$ cat src/rtl/sout_pkg.sv
package sout_pkg;
   typedef enum logic [1:0] {
      SO_IDLE  = 2'd0,
      SO_SHIFT = 2'd1,
      SO_LATCH = 2'd2
   } so_state_e;

   localparam int unsigned CSR_W    = 8;
   localparam int unsigned CSR_GO   = 0;
   localparam int unsigned CSR_PEND = 1;
   localparam int unsigned CSR_IE   = 2;
   localparam int unsigned CSR_ARB  = 3;
   localparam int unsigned CSR_GEN  = 4;
   localparam int unsigned CSR_SPA  = 5;
   localparam int unsigned CSR_SPB  = 6;
   localparam int unsigned CSR_PM   = 7;
endpackage

$ cat src/rtl/sout_clkdiv.sv
module sout_clkdiv #(
   parameter int unsigned DIV_W = 4
) (
   input  logic             clk,
   input  logic             rst_n,
   input  logic             load,
   input  logic             run,
   input  logic [DIV_W-1:0] div_i,
   output logic             tick
);
   logic [DIV_W-1:0] cnt;
   logic [DIV_W-1:0] div_q;

   assign tick = run && (cnt == div_q);

   always_ff @(posedge clk or negedge rst_n) begin
      if (!rst_n) begin
         cnt   <= '0;
         div_q <= '0;
      end else if (load) begin
         cnt   <= '0;
         div_q <= div_i;
      end else if (run) begin
         cnt <= tick ? '0 : cnt + 1'b1;
      end
   end

   // the half-period counter never runs past the captured divider
   p_cnt_bound_r3: assert property (@(posedge clk) disable iff (!rst_n)
      run |-> (cnt <= div_q));
endmodule

$ cat src/rtl/sout_shifter.sv
module sout_shifter
   import sout_pkg::*;
#(
   parameter int unsigned NBITS = 28
) (
   input  logic             clk,
   input  logic             rst_n,
   input  logic             start,
   input  logic [NBITS-1:0] snap,
   input  logic             tick,
   output logic             load,
   output logic             busy,
   output logic             done,
   output logic             sdo,
   output logic             sclk,
   output logic             slatch
);
   localparam int unsigned CW = (NBITS > 1) ? $clog2(NBITS) : 1;

   so_state_e        state;
   logic [NBITS-1:0] sreg;
   logic [CW-1:0]    bcnt;
   logic             phase;

   assign load   = start && (state == SO_IDLE);
   assign busy   = (state != SO_IDLE);
   assign sdo    = (state == SO_SHIFT) && sreg[NBITS-1];
   assign sclk   = (state == SO_SHIFT) && phase;
   assign slatch = (state == SO_LATCH);
   assign done   = (state == SO_LATCH) && tick && phase;

   always_ff @(posedge clk or negedge rst_n) begin
      if (!rst_n) begin
         state <= SO_IDLE;
         sreg  <= '0;
         bcnt  <= '0;
         phase <= 1'b0;
      end else begin
         case (state)
            SO_IDLE: begin
               if (start) begin
                  sreg  <= snap;
                  bcnt  <= CW'(NBITS - 1);
                  phase <= 1'b0;
                  state <= SO_SHIFT;
               end
            end
            SO_SHIFT: begin
               if (tick) begin
                  if (!phase) begin
                     phase <= 1'b1;
                  end else begin
                     phase <= 1'b0;
                     if (bcnt == '0) begin
                        state <= SO_LATCH;
                     end else begin
                        sreg <= {sreg[NBITS-2:0], 1'b0};
                        bcnt <= bcnt - 1'b1;
                     end
                  end
               end
            end
            SO_LATCH: begin
               if (tick) begin
                  if (!phase) begin
                     phase <= 1'b1;
                  end else begin
                     phase <= 1'b0;
                     state <= SO_IDLE;
                  end
               end
            end
            default: state <= SO_IDLE;
         endcase
      end
   end

   // an accepted start makes the engine busy on the next cycle
   p_start_busy_r1: assert property (@(posedge clk) disable iff (!rst_n)
      load |=> busy);
   // once busy, only the completion ends the transfer
   p_busy_hold_r2: assert property (@(posedge clk) disable iff (!rst_n)
      (busy && !done) |=> busy);
   // data is held while the serial clock is high
   p_sdo_hold_r4: assert property (@(posedge clk) disable iff (!rst_n)
      (sclk && $past(sclk)) |-> $stable(sdo));
   // the strobe never overlaps a serial clock pulse
   p_latch_low_r5: assert property (@(posedge clk) disable iff (!rst_n)
      slatch |-> !sclk);
   // idle interface is quiet
   p_idle_quiet_r11: assert property (@(posedge clk) disable iff (!rst_n)
      !busy |-> !(sclk || slatch || sdo));
endmodule

$ cat src/rtl/sout_w1c_bank.sv
module sout_w1c_bank #(
   parameter int unsigned NF = 2
) (
   input  logic          clk,
   input  logic          rst_n,
   input  logic [NF-1:0] set,
   input  logic [NF-1:0] clr,
   output logic [NF-1:0] flag
);
   for (genvar gi = 0; gi < NF; gi++) begin : g_flag
      logic q;

      always_ff @(posedge clk or negedge rst_n) begin
         if (!rst_n)       q <= 1'b0;
         else if (set[gi]) q <= 1'b1;
         else if (clr[gi]) q <= 1'b0;
      end

      assign flag[gi] = q;

      // a set event is never lost to a simultaneous clear
      p_set_wins_r7: assert property (@(posedge clk) disable iff (!rst_n)
         set[gi] |=> q);
      // without a clear request the flag is sticky
      p_sticky_r8: assert property (@(posedge clk) disable iff (!rst_n)
         (q && !clr[gi]) |=> q);
   end
endmodule

$ cat src/rtl/sout_ctrl_top.sv
module sout_ctrl_top
   import sout_pkg::*;
#(
   parameter int unsigned LED_W = 8,
   parameter int unsigned RST_W = 4,
   parameter int unsigned EN_W  = 4,
   parameter int unsigned PWR_W = 4,
   parameter int unsigned GPO_W = 8,
   parameter int unsigned DIV_W = 4
) (
   input  logic             clk,
   input  logic             rst_n,
   input  logic             csr_we,
   input  logic [7:0]       csr_wdata,
   output logic [7:0]       csr_rdata,
   input  logic [LED_W-1:0] led_i,
   input  logic [RST_W-1:0] slot_rst_i,
   input  logic [EN_W-1:0]  slot_en_i,
   input  logic [PWR_W-1:0] slot_pwr_i,
   input  logic [GPO_W-1:0] gpo_i,
   input  logic [DIV_W-1:0] clk_div,
   input  logic             arb_to_evt,
   input  logic             gen_irq_pend,
   output logic             ser_data,
   output logic             ser_clk,
   output logic             ser_latch,
   output logic             irq
);
   localparam int unsigned NBITS = LED_W + RST_W + EN_W + PWR_W + GPO_W;
   localparam int unsigned NF    = 2;
   localparam int unsigned F_PEND = 0;
   localparam int unsigned F_ARB  = 1;

   if (LED_W < 1 || RST_W < 1 || EN_W < 1 || PWR_W < 1 || GPO_W < 1) begin : g_bad_field
      $error("every source field needs at least one bit");
   end
   if (DIV_W < 1 || DIV_W > 16) begin : g_bad_div
      $error("DIV_W must be 1 to 16");
   end
   if (CSR_W != 8) begin : g_bad_csr
      $error("register width must be 8");
   end

   logic             start, load, busy, done, tick;
   logic             ie_q, spa_q, spb_q;
   logic [NF-1:0]    fset, fclr, flags;
   logic [NBITS-1:0] snap;
   logic             wdata_unused;

   assign wdata_unused = ^{csr_wdata[CSR_GEN], csr_wdata[CSR_PM]};
   assign snap  = {led_i, slot_rst_i, slot_en_i, slot_pwr_i, gpo_i};
   assign start = csr_we && csr_wdata[CSR_GO] && !busy;

   always_ff @(posedge clk or negedge rst_n) begin
      if (!rst_n) begin
         ie_q  <= 1'b0;
         spa_q <= 1'b0;
         spb_q <= 1'b0;
      end else if (csr_we) begin
         ie_q  <= csr_wdata[CSR_IE];
         spa_q <= csr_wdata[CSR_SPA];
         spb_q <= csr_wdata[CSR_SPB];
      end
   end

   assign fset[F_PEND] = done && ie_q;
   assign fclr[F_PEND] = csr_we && csr_wdata[CSR_PEND];
   assign fset[F_ARB]  = arb_to_evt;
   assign fclr[F_ARB]  = csr_we && csr_wdata[CSR_ARB];

   sout_w1c_bank #(.NF(NF)) u_flags (
      .clk(clk), .rst_n(rst_n), .set(fset), .clr(fclr), .flag(flags)
   );

   sout_clkdiv #(.DIV_W(DIV_W)) u_div (
      .clk(clk), .rst_n(rst_n), .load(load), .run(busy),
      .div_i(clk_div), .tick(tick)
   );

   sout_shifter #(.NBITS(NBITS)) u_shift (
      .clk(clk), .rst_n(rst_n), .start(start), .snap(snap), .tick(tick),
      .load(load), .busy(busy), .done(done),
      .sdo(ser_data), .sclk(ser_clk), .slatch(ser_latch)
   );

   always_comb begin
      csr_rdata           = '0;
      csr_rdata[CSR_GO]   = busy;
      csr_rdata[CSR_PEND] = flags[F_PEND];
      csr_rdata[CSR_IE]   = ie_q;
      csr_rdata[CSR_ARB]  = flags[F_ARB];
      csr_rdata[CSR_GEN]  = gen_irq_pend;
      csr_rdata[CSR_SPA]  = spa_q;
      csr_rdata[CSR_SPB]  = spb_q;
      csr_rdata[CSR_PM]   = 1'b0;
   end

   assign irq = flags[F_PEND] || gen_irq_pend;

   // a go write during a transfer does not cut it short
   p_go_ignored_r2: assert property (@(posedge clk) disable iff (!rst_n)
      (csr_we && csr_wdata[CSR_GO] && busy && !done) |=> csr_rdata[CSR_GO]);
   // scratch bits hold the last written value
   p_scratch_r9: assert property (@(posedge clk) disable iff (!rst_n)
      csr_we |=> (csr_rdata[CSR_SPA] == $past(csr_wdata[CSR_SPA])));
   // a completion with the enable clear never raises the pending bit
   p_no_pend_r6: assert property (@(posedge clk) disable iff (!rst_n)
      (!csr_rdata[CSR_PEND] && !(done && ie_q)) |=> !csr_rdata[CSR_PEND]);
endmodule

$ cat config.mk
export PLATFORM = sky130hd
export DESIGN_NAME = sout_ctrl_top
export DESIGN_NICKNAME = d
export VERILOG_FILES = /design/src/rtl/sout_pkg.sv /design/src/rtl/sout_clkdiv.sv /design/src/rtl/sout_shifter.sv /design/src/rtl/sout_w1c_bank.sv /design/src/rtl/sout_ctrl_top.sv
export SDC_FILE = /design/constraint.sdc
export NUM_CORES = 1
export LEC_CHECK = 0
export BUFFER_PORTS_ARGS = -buffer_cell sky130_fd_sc_hd__buf_2
export CORE_AREA = 4 4 91 93
export CTS_CLUSTER_SIZE = 25
export DETAILED_ROUTE_END_ITERATION = 10
export DIE_AREA = 0 0 95 97
export GPL_TIMING_DRIVEN = 0
export HOLD_SLACK_MARGIN = 0.1
export PLACE_DENSITY_LB_ADDON = 0.15
export SYNTH_ARGS = -nofsm -noshare
export SYNTH_HDL_FRONTEND = slang
export SYNTH_SLANG_ARGS = --single-unit
$ cat constraint.sdc
create_clock -name clk -period 2.7 [get_ports clk]
set_clock_uncertainty 0.1 [all_clocks]
set_input_delay 0.54 -clock clk [delete_from_list [all_inputs] [get_ports clk]]
set_output_delay 0.54 -clock clk [all_outputs]
set_load 0.03 [all_outputs]
==> reports/qor.csv, run 1 <==
stage,metric,value,unit
routing,WL/cell,13.4,um
logic_synthesis,Synth Register Bits,49,
cts,"Clk pin slew, worst setup/hold paths",0.08,ns
cts,TritonCTS buffer count,5,
cts,# Post-CTS Setup Buffers,0,
logic_synthesis,Synth Flop Type,dfrtp_1,
worst_setup_path,data arrival time of the critical path,1.86,ns
finish,Layout area overhead,18.6,%
sta,max-slew violation count,0,
worst_setup_path,nature of the critical path endpoint,primary output,
floorplan,chip width,95,um
cts,clk buf depth,2,
cts,Clock Sink Count,49,
floorplan,# IOs,57,
finish,most frequent cells in the layout,"58 x a21oi_1, 56 x buf_2, 49 x dfrtp_1",
logic_synthesis,synth warn,0,
logic_synthesis,"top cells by area, synth","dfrtp_1 48%, mux2i_1 12%, a21oi_1 11%, mux2_2 3.5%, ha_1 3.4%",
logic_synthesis,biggest area consumer among synthesized cells,dfrtp_1,
floorplan,# rows,32,
pwr,PwrDens,1010,nW/um2
flow_run,Max Cap Viol,0,
grt,met2 usage,18.7,%
logic_synthesis,Syn Area/Cell,10.4,um2
pwr,worst ir drop on vdd,356,uV
place,PortBufs,52,
place,DPL Wire Length,3.84,mm
grt,GR peak layer,met2,
logic_synthesis,distinct cell type count after synthesis,35,
routing,Routed Antenna Nets,0,
finish,layout cells sized above 1,28.4,%
floorplan,Starting Density,33.9,%
finish,Final Cell Area,3030,um2
sta,setup violators final,0,
finish,"commonest non-fill, non-tap cell in the layout",a21oi_1,
routing,Detailed Route Iter0 Violations,34,
sta,fin crit period,2.50,ns
pwr,leakage power,1.43,nW
worst_setup_path,kind of critical path,reg -> out,
worst_setup_path,startpoint types,register,
cts,H-tree Lvls,2,
grt,GRT met3 Usage,3.65,%
finish,nets,355,
logic_synthesis,synthesized area,2550,um2
grt,met1 global-route usage,17.5,%
grt,total global routing overflow,0,
grt,GRT Resource Usage Total,12.5,%
place,RePlAce Congestion,0.708,
routing,DRC viols,0,
place,Placed Area,2940,um2
logic_synthesis,share of the synthesized area in the top cell type,48.1,%
grt,largest net degree at the start of global routing,50,
logic_synthesis,"Seq/Total Area, Yosys",48.1,%
cts,Hold Buf Count CTS,0,
sta,fmax,400,MHz
finish,# diodes,0,
logic_synthesis,Syn Nets,297,
worst_setup_path,R2R Setup Slk,0.28,ns
routing,Routed WL,5.43,mm
min_path,worst hold path type,in -> reg,
logic_synthesis,Post-synth EDFFs,0,
logic_synthesis,asr flop ratio synth,100,%
cts,CTS tree,built,
sta,RSZ-0062 raised after global routing,no,
worst_setup_path,required time of the critical path,2.06,ns
floorplan,Core ar.,7530,um2
cts,clk_lat worst skew,0.30,ns
sta,Rel. slew slack,25.8,%
routing,via count,1928,
outcome,status,finished clean,
sta,Tcrit/Tclk final,92.5,%
grt,initial antenna violation count,0,
floorplan,DIE HEIGHT,97,um
finish,fillers,782,
worst_setup_path,Crit Path Max Fanout,10,
sta,final hold vios,0,
routing,DR vias/cell,4.76,
grt,first-pass GRT wire length,9.14,mm
sta,Worst-Margin Slew,1.11,ns
grt,vias in the first global route,1932,
logic_synthesis,Cells after Synth,245,
routing,first-pass iteration count of the detailed router,4,
floorplan,Die ar.,9220,um2
sta,setup_tns,0,ns
cts,root buf cell,clkbuf_8,
==> routing by layer <==
layer	up-vias	wire length, um
met2	50	2430
met4	0	59
met3	6	325
met5	-	0
met1	904	2620
li1	968	-
==> flip-flops by register name, indices dropped and copies added, names as in the netlist <==
register / count
u_div.cnt: 4
u_shift.state: 2
spb_q: 1
u_div.div_q: 4
u_shift.phase: 1
ie_q: 1
u_shift.bcnt: 5
spa_q: 1
u_flags.g_flag.q: 2
u_shift.sreg: 28
==> path summary, 6_finish.rpt <==
kind	from	endpoint	depth (start not counted)
hold / removal	arb_to_evt	u_flags.g_flag[1].q$_DFFE_PN0P_	2
hold reg to reg	u_flags.g_flag[1].q$_DFFE_PN0P_	u_flags.g_flag[1].q$_DFFE_PN0P_	1
min in group asynchronous	rst_n	u_div.cnt[3]$_DFFE_PN0P_	1
setup reg to reg	u_shift.state[1]$_DFFE_PN0P_	u_shift.sreg[23]$_DFFE_PN0P_	9
max in group asynchronous	rst_n	u_shift.sreg[7]$_DFFE_PN0P_	1
setup / recovery	u_shift.state[1]$_DFFE_PN0P_	ser_data	6
==> repair_timing <==
item | 4_1_cts | 5_1_grt
gates resized for setup | 1 | 1
setup endpoints to repair | 1 | 9
pin swaps | 0 | 0
endpoints found under the hold margin | 0 | 0
==> metrics by stage <==
step	std cells	total power, W	worst slack [ns]	utilization (%)	hold slack (ns)
3_5_place_dp	399	0.00267	0.149	39.0	0.369
2_1_floorplan	245	0.00230	0.514	-	0.144
4_1_cts	406	0.00312	0.0981	40.2	0.312
3_3_place_gp	399	0.00264	0.182	39.0	0.363
5_1_grt	405	0.00335	0.00108	40.2	0.309
6_report	405	0.00306	0.202	40.2	0.318
==> final cells by class <==
type | instances | area [um2] | area share, %
Timing Repair Buffer | 52 | 260 | 8.60
Sequential cell | 49 | 1230 | 40.5
Buffer | 21 | 125 | 4.14
Multi-Input combinational cell | 166 | 1170 | 38.7
Tap cell | 102 | 128 | 4.22
Clock buffer | 7 | 86.3 | 2.85
Inverter | 8 | 30.0 | 0.993
==> power by group <==
part	total [W]	internal, W	leakage [nW]	switching, W
Combinational	0.00143	0.000595	0.835	0.000839
Clock	0.000434	0.000204	0.0443	0.000230
Sequential	0.00119	0.00102	0.552	0.000174
==> cells by family (layout without fill, tap and decap cells) <==
kind of cell / count (synthesis) / count (layout) / synth area share [%]
xor gates and xnor gates: 7 / 7 / 2.40
DFF: 49 / 49 / 48.1
adders and majority gates: 7 / 7 / 3.43
and+or+nand+nor: 36 / 36 / 7.50
other: 1 / 1 / 0.147
AOI/OAI and AO/OA: 76 / 76 / 16.6
muxes: 39 / 39 / 15.7
buffers and inverters: 30 / 88 / 6.08
==> critical path, stage by stage, from the launching register on <==
cell and delay (ns):
dfrtp_1 0.42, inv_1 0.13, ha_1 0.16, buf_2 0.21, clkbuf_4 0.29, and2_1 0.17
buf_2 0.19
==> synth_stat cells, types with 2 or more instances <==
cell type  instances
a21oi_1           58
dfrtp_1           49
mux2i_1           30
nand2_1           11
buf_4             10
o21ai_0            9
inv_1              8
mux2_2             8
ha_1               7
nor2_1             7
clkbuf_1           6
nand3_1            5
xor2_1             5
buf_2              4
nor3_1             3
a22o_1             2
and2_1             2
buf_1              2
nor2b_1            2
xnor2_1            2
No activity file was read; power rests on OpenSTA's default activity.
==> inputs of run 2 (changes only) <==
- CELL_PAD_IN_SITES_DETAIL_PLACEMENT: not set -> 0
- CELL_PAD_IN_SITES_GLOBAL_PLACEMENT: not set -> 1
==> reports/qor.csv, run 2 (same netlist as run 1, synthesis figures left out) <==
stage,metric,value,unit,change
cts,"Clk pin slew, worst setup/hold paths",0.09,ns,about the same
finish,nets,356,,+0.28%
floorplan,# rows,32,,unchanged
finish,Layout area overhead,18.9,%,
pwr,leakage power,1.43,nW,+0.13%
worst_setup_path,required time of the critical path,2.06,ns,about the same
cts,clk buf depth,2,,unchanged
worst_setup_path,startpoint types,register,,
sta,RSZ-0062 raised after global routing,yes,,
finish,layout cells sized above 1,28.6,%,+0.24 points
cts,PostCTS Resize Cnt,1,,unchanged
pwr,Comb power frac,46.8,%,about the same
routing,WL/cell,13.8,um,+3.0%
cts,Clock Sink Count,49,,unchanged
grt,GRT Resource Usage Total,12.7,%,+0.22 points
sta,Rel. slew slack,25.2,%,-0.62 points
finish,max reg flops,28,,unchanged
finish,Final Instance Count excl. Fillers,406,,+0.25%
pwr,Pint,0.00182,W,about the same
pwr,Net Switching,0.00127,W,+1.8%
worst_setup_path,"Largest stage delay, worst path",0.42,ns,about the same
worst_setup_path,Crit Path Max Fanout,10,,unchanged
sta,fmax,392,MHz,-2.2%
pwr,clock network power share,14.4,%,+0.2 points
pwr,Sw Share,41.1,%,+0.43 points
sta,final hold vios,0,,unchanged
worst_setup_path,CP top delay family,buffers and inverters,,
routing,Top Layer Used,met4,,
cts,TritonCTS buffer count,5,,unchanged
routing,Routed WL,5.61,mm,+3.3%
sta,setup_tns,0,ns,unchanged
finish,Multi-input gate area,1170,um2,+0.43%
sta,hold_ws,0.319,ns,+0.000359 ns
floorplan,chip width,95,um,unchanged
place,Inst Count DP,399,,unchanged
sta,fin crit period,2.55,ns,+0.0554 ns
routing,Detailed Route Iter0 Violations,55,,+62%
grt,vias in the first global route,1955,,+1.2%
cts,# Post-CTS Setup Buffers,0,,unchanged
routing,met3 wire length,298,um,-8.3%
place,DPL Wire Length,3.91,mm,+1.6%
worst_setup_path,CP Buf/Inv Count,5,,+1
grt,initial antenna violation count,0,,unchanged
floorplan,Core ar.,7530,um2,unchanged
floorplan,# IOs,57,,unchanged
cts,root buf cell,clkbuf_8,,
routing,DRC viols,0,,unchanged
routing,metal2 WL,2.56,mm,+5.1%
place,PortBufs,52,,unchanged
finish,Register Area,1230,um2,unchanged
finish,"commonest non-fill, non-tap cell in the layout",a21oi_1,,
routing,first-pass iteration count of the detailed router,4,,unchanged
finish,biggest regs,"u_shift.sreg: 28 flops, u_shift.bcnt: 5 flops",,
pwr,PwrDens,1020,nW/um2,+0.42%
cts,CTS tree,built,,
routing,via count,1939,,+0.57%
pwr,sequential power share,38.7,%,-0.3 points
outcome,status,finished clean,,
sta,max-slew violation count,0,,unchanged
min_path,worst hold path type,in -> reg,,
sta,Tcrit/Tclk final,94.6,%,+2.1 points
grt,total global routing overflow,0,,unchanged
worst_setup_path,Critical Path Slowest Stage Cell,dfrtp_1,,
floorplan,Starting Density,33.9,%,unchanged
cts,clk_lat worst skew,0.30,ns,about the same
cts,Hold Buf Count CTS,0,,unchanged
sta,setup violators final,0,,unchanged
pwr,worst ir drop on vdd,322,uV,-9.6%
grt,first-pass GRT wire length,9.28,mm,+1.6%
worst_setup_path,worst-path cell chain,"inv_1, ha_1, clkbuf_1, inv_1, buf_4, buf_2",,
worst_setup_path,kind of critical path,reg -> out,,
finish,# diodes,0,,unchanged
finish,most frequent cells in the layout,"58 x a21oi_1, 56 x buf_2, 49 x dfrtp_1",,
routing,Routed Antenna Nets,0,,unchanged
finish,most flop-heavy register,u_shift.sreg,,
flow_run,Max Cap Viol,0,,unchanged
sta,Worst-Margin Slew,1.12,ns,+0.00932 ns
worst_setup_path,data arrival time of the critical path,1.91,ns,+0.05 ns
place,RePlAce Congestion,0.723,,+2.1%
routing,DR vias/cell,4.78,,+0.32%
floorplan,DIE HEIGHT,97,um,unchanged
worst_setup_path,nature of the critical path endpoint,primary output,,
worst_setup_path,Worst path most repeated cell,inv_1,,
floorplan,Die ar.,9220,um2,unchanged
finish,fillers,819,,+4.7%
cts,H-tree Lvls,2,,unchanged
grt,largest net degree at the start of global routing,50,,unchanged
finish,Util after Layout,40.3,%,+0.12 points
routing,wire length on met1,2.67,mm,+1.9%
## run 2: worst paths after layout
kind | startpoint | endpoint | slack [ns] | cells after the start
max in group asynchronous | rst_n | u_shift.sreg[15]$_DFFE_PN0P_ | 1.46 | 1
hold / removal | arb_to_evt | u_flags.g_flag[1].q$_DFFE_PN0P_ | 0.32 | 2
hold reg to reg | u_flags.g_flag[1].q$_DFFE_PN0P_ | u_flags.g_flag[1].q$_DFFE_PN0P_ | 0.38 | 1
setup / recovery | u_shift.state[1]$_DFFE_PN0P_ | csr_rdata[0] | 0.15 | 6
min in group asynchronous | rst_n | u_div.div_q[0]$_DFFE_PN0P_ | 0.33 | 1
setup reg to reg | u_shift.state[1]$_DFFE_PN0P_ | u_shift.sreg[21]$_DFFE_PN0P_ | 0.26 | 8
## run 2: power groups by stage
stage	Sequential, W	Clock (W)	Combinational [W]
6_report	0.00119	0.000445	0.00144
5_1_grt	0.00124	0.000500	0.00163
4_1_cts	0.00120	0.000467	0.00147
3_5_place_dp	0.00121	0	0.00146
3_3_place_gp	0.00121	0	0.00145
2_1_floorplan	0.00116	0	0.00114
## run 2: layer usage
metal | vias up | GRT usage [%]
met5 | - | 0
li1 | 964 | -
met4 | 0 | 4.11
met3 | 8 | 3.65
met1 | 923 | 17.0
met2 | 44 | 19.6
## run 2: area by class of cell
| cell class | instances | share of cell area, % |
|---|---|---|
| flip-flops and latches | 49 | 40.4 |
| multi-input cells | 166 | 38.7 |
| repair buffers | 52 | 8.58 |
| plain buffers | 22 | 4.25 |
| well taps | 102 | 4.21 |
| clock buffers | 7 | 2.85 |
| inverters | 8 | 0.990 |
## run 2: stage by stage
step | setup WS [ns] | total power, W | cell area (um2)
5_1_grt | -0.0117 | 0.00337 | 3030
6_report | 0.147 | 0.00308 | 3030
3_5_place_dp | 0.150 | 0.00267 | 2940
4_1_cts | 0.0788 | 0.00313 | 3030
2_1_floorplan | 0.514 | 0.00230 | 2550
3_3_place_gp | 0.145 | 0.00265 | 2940
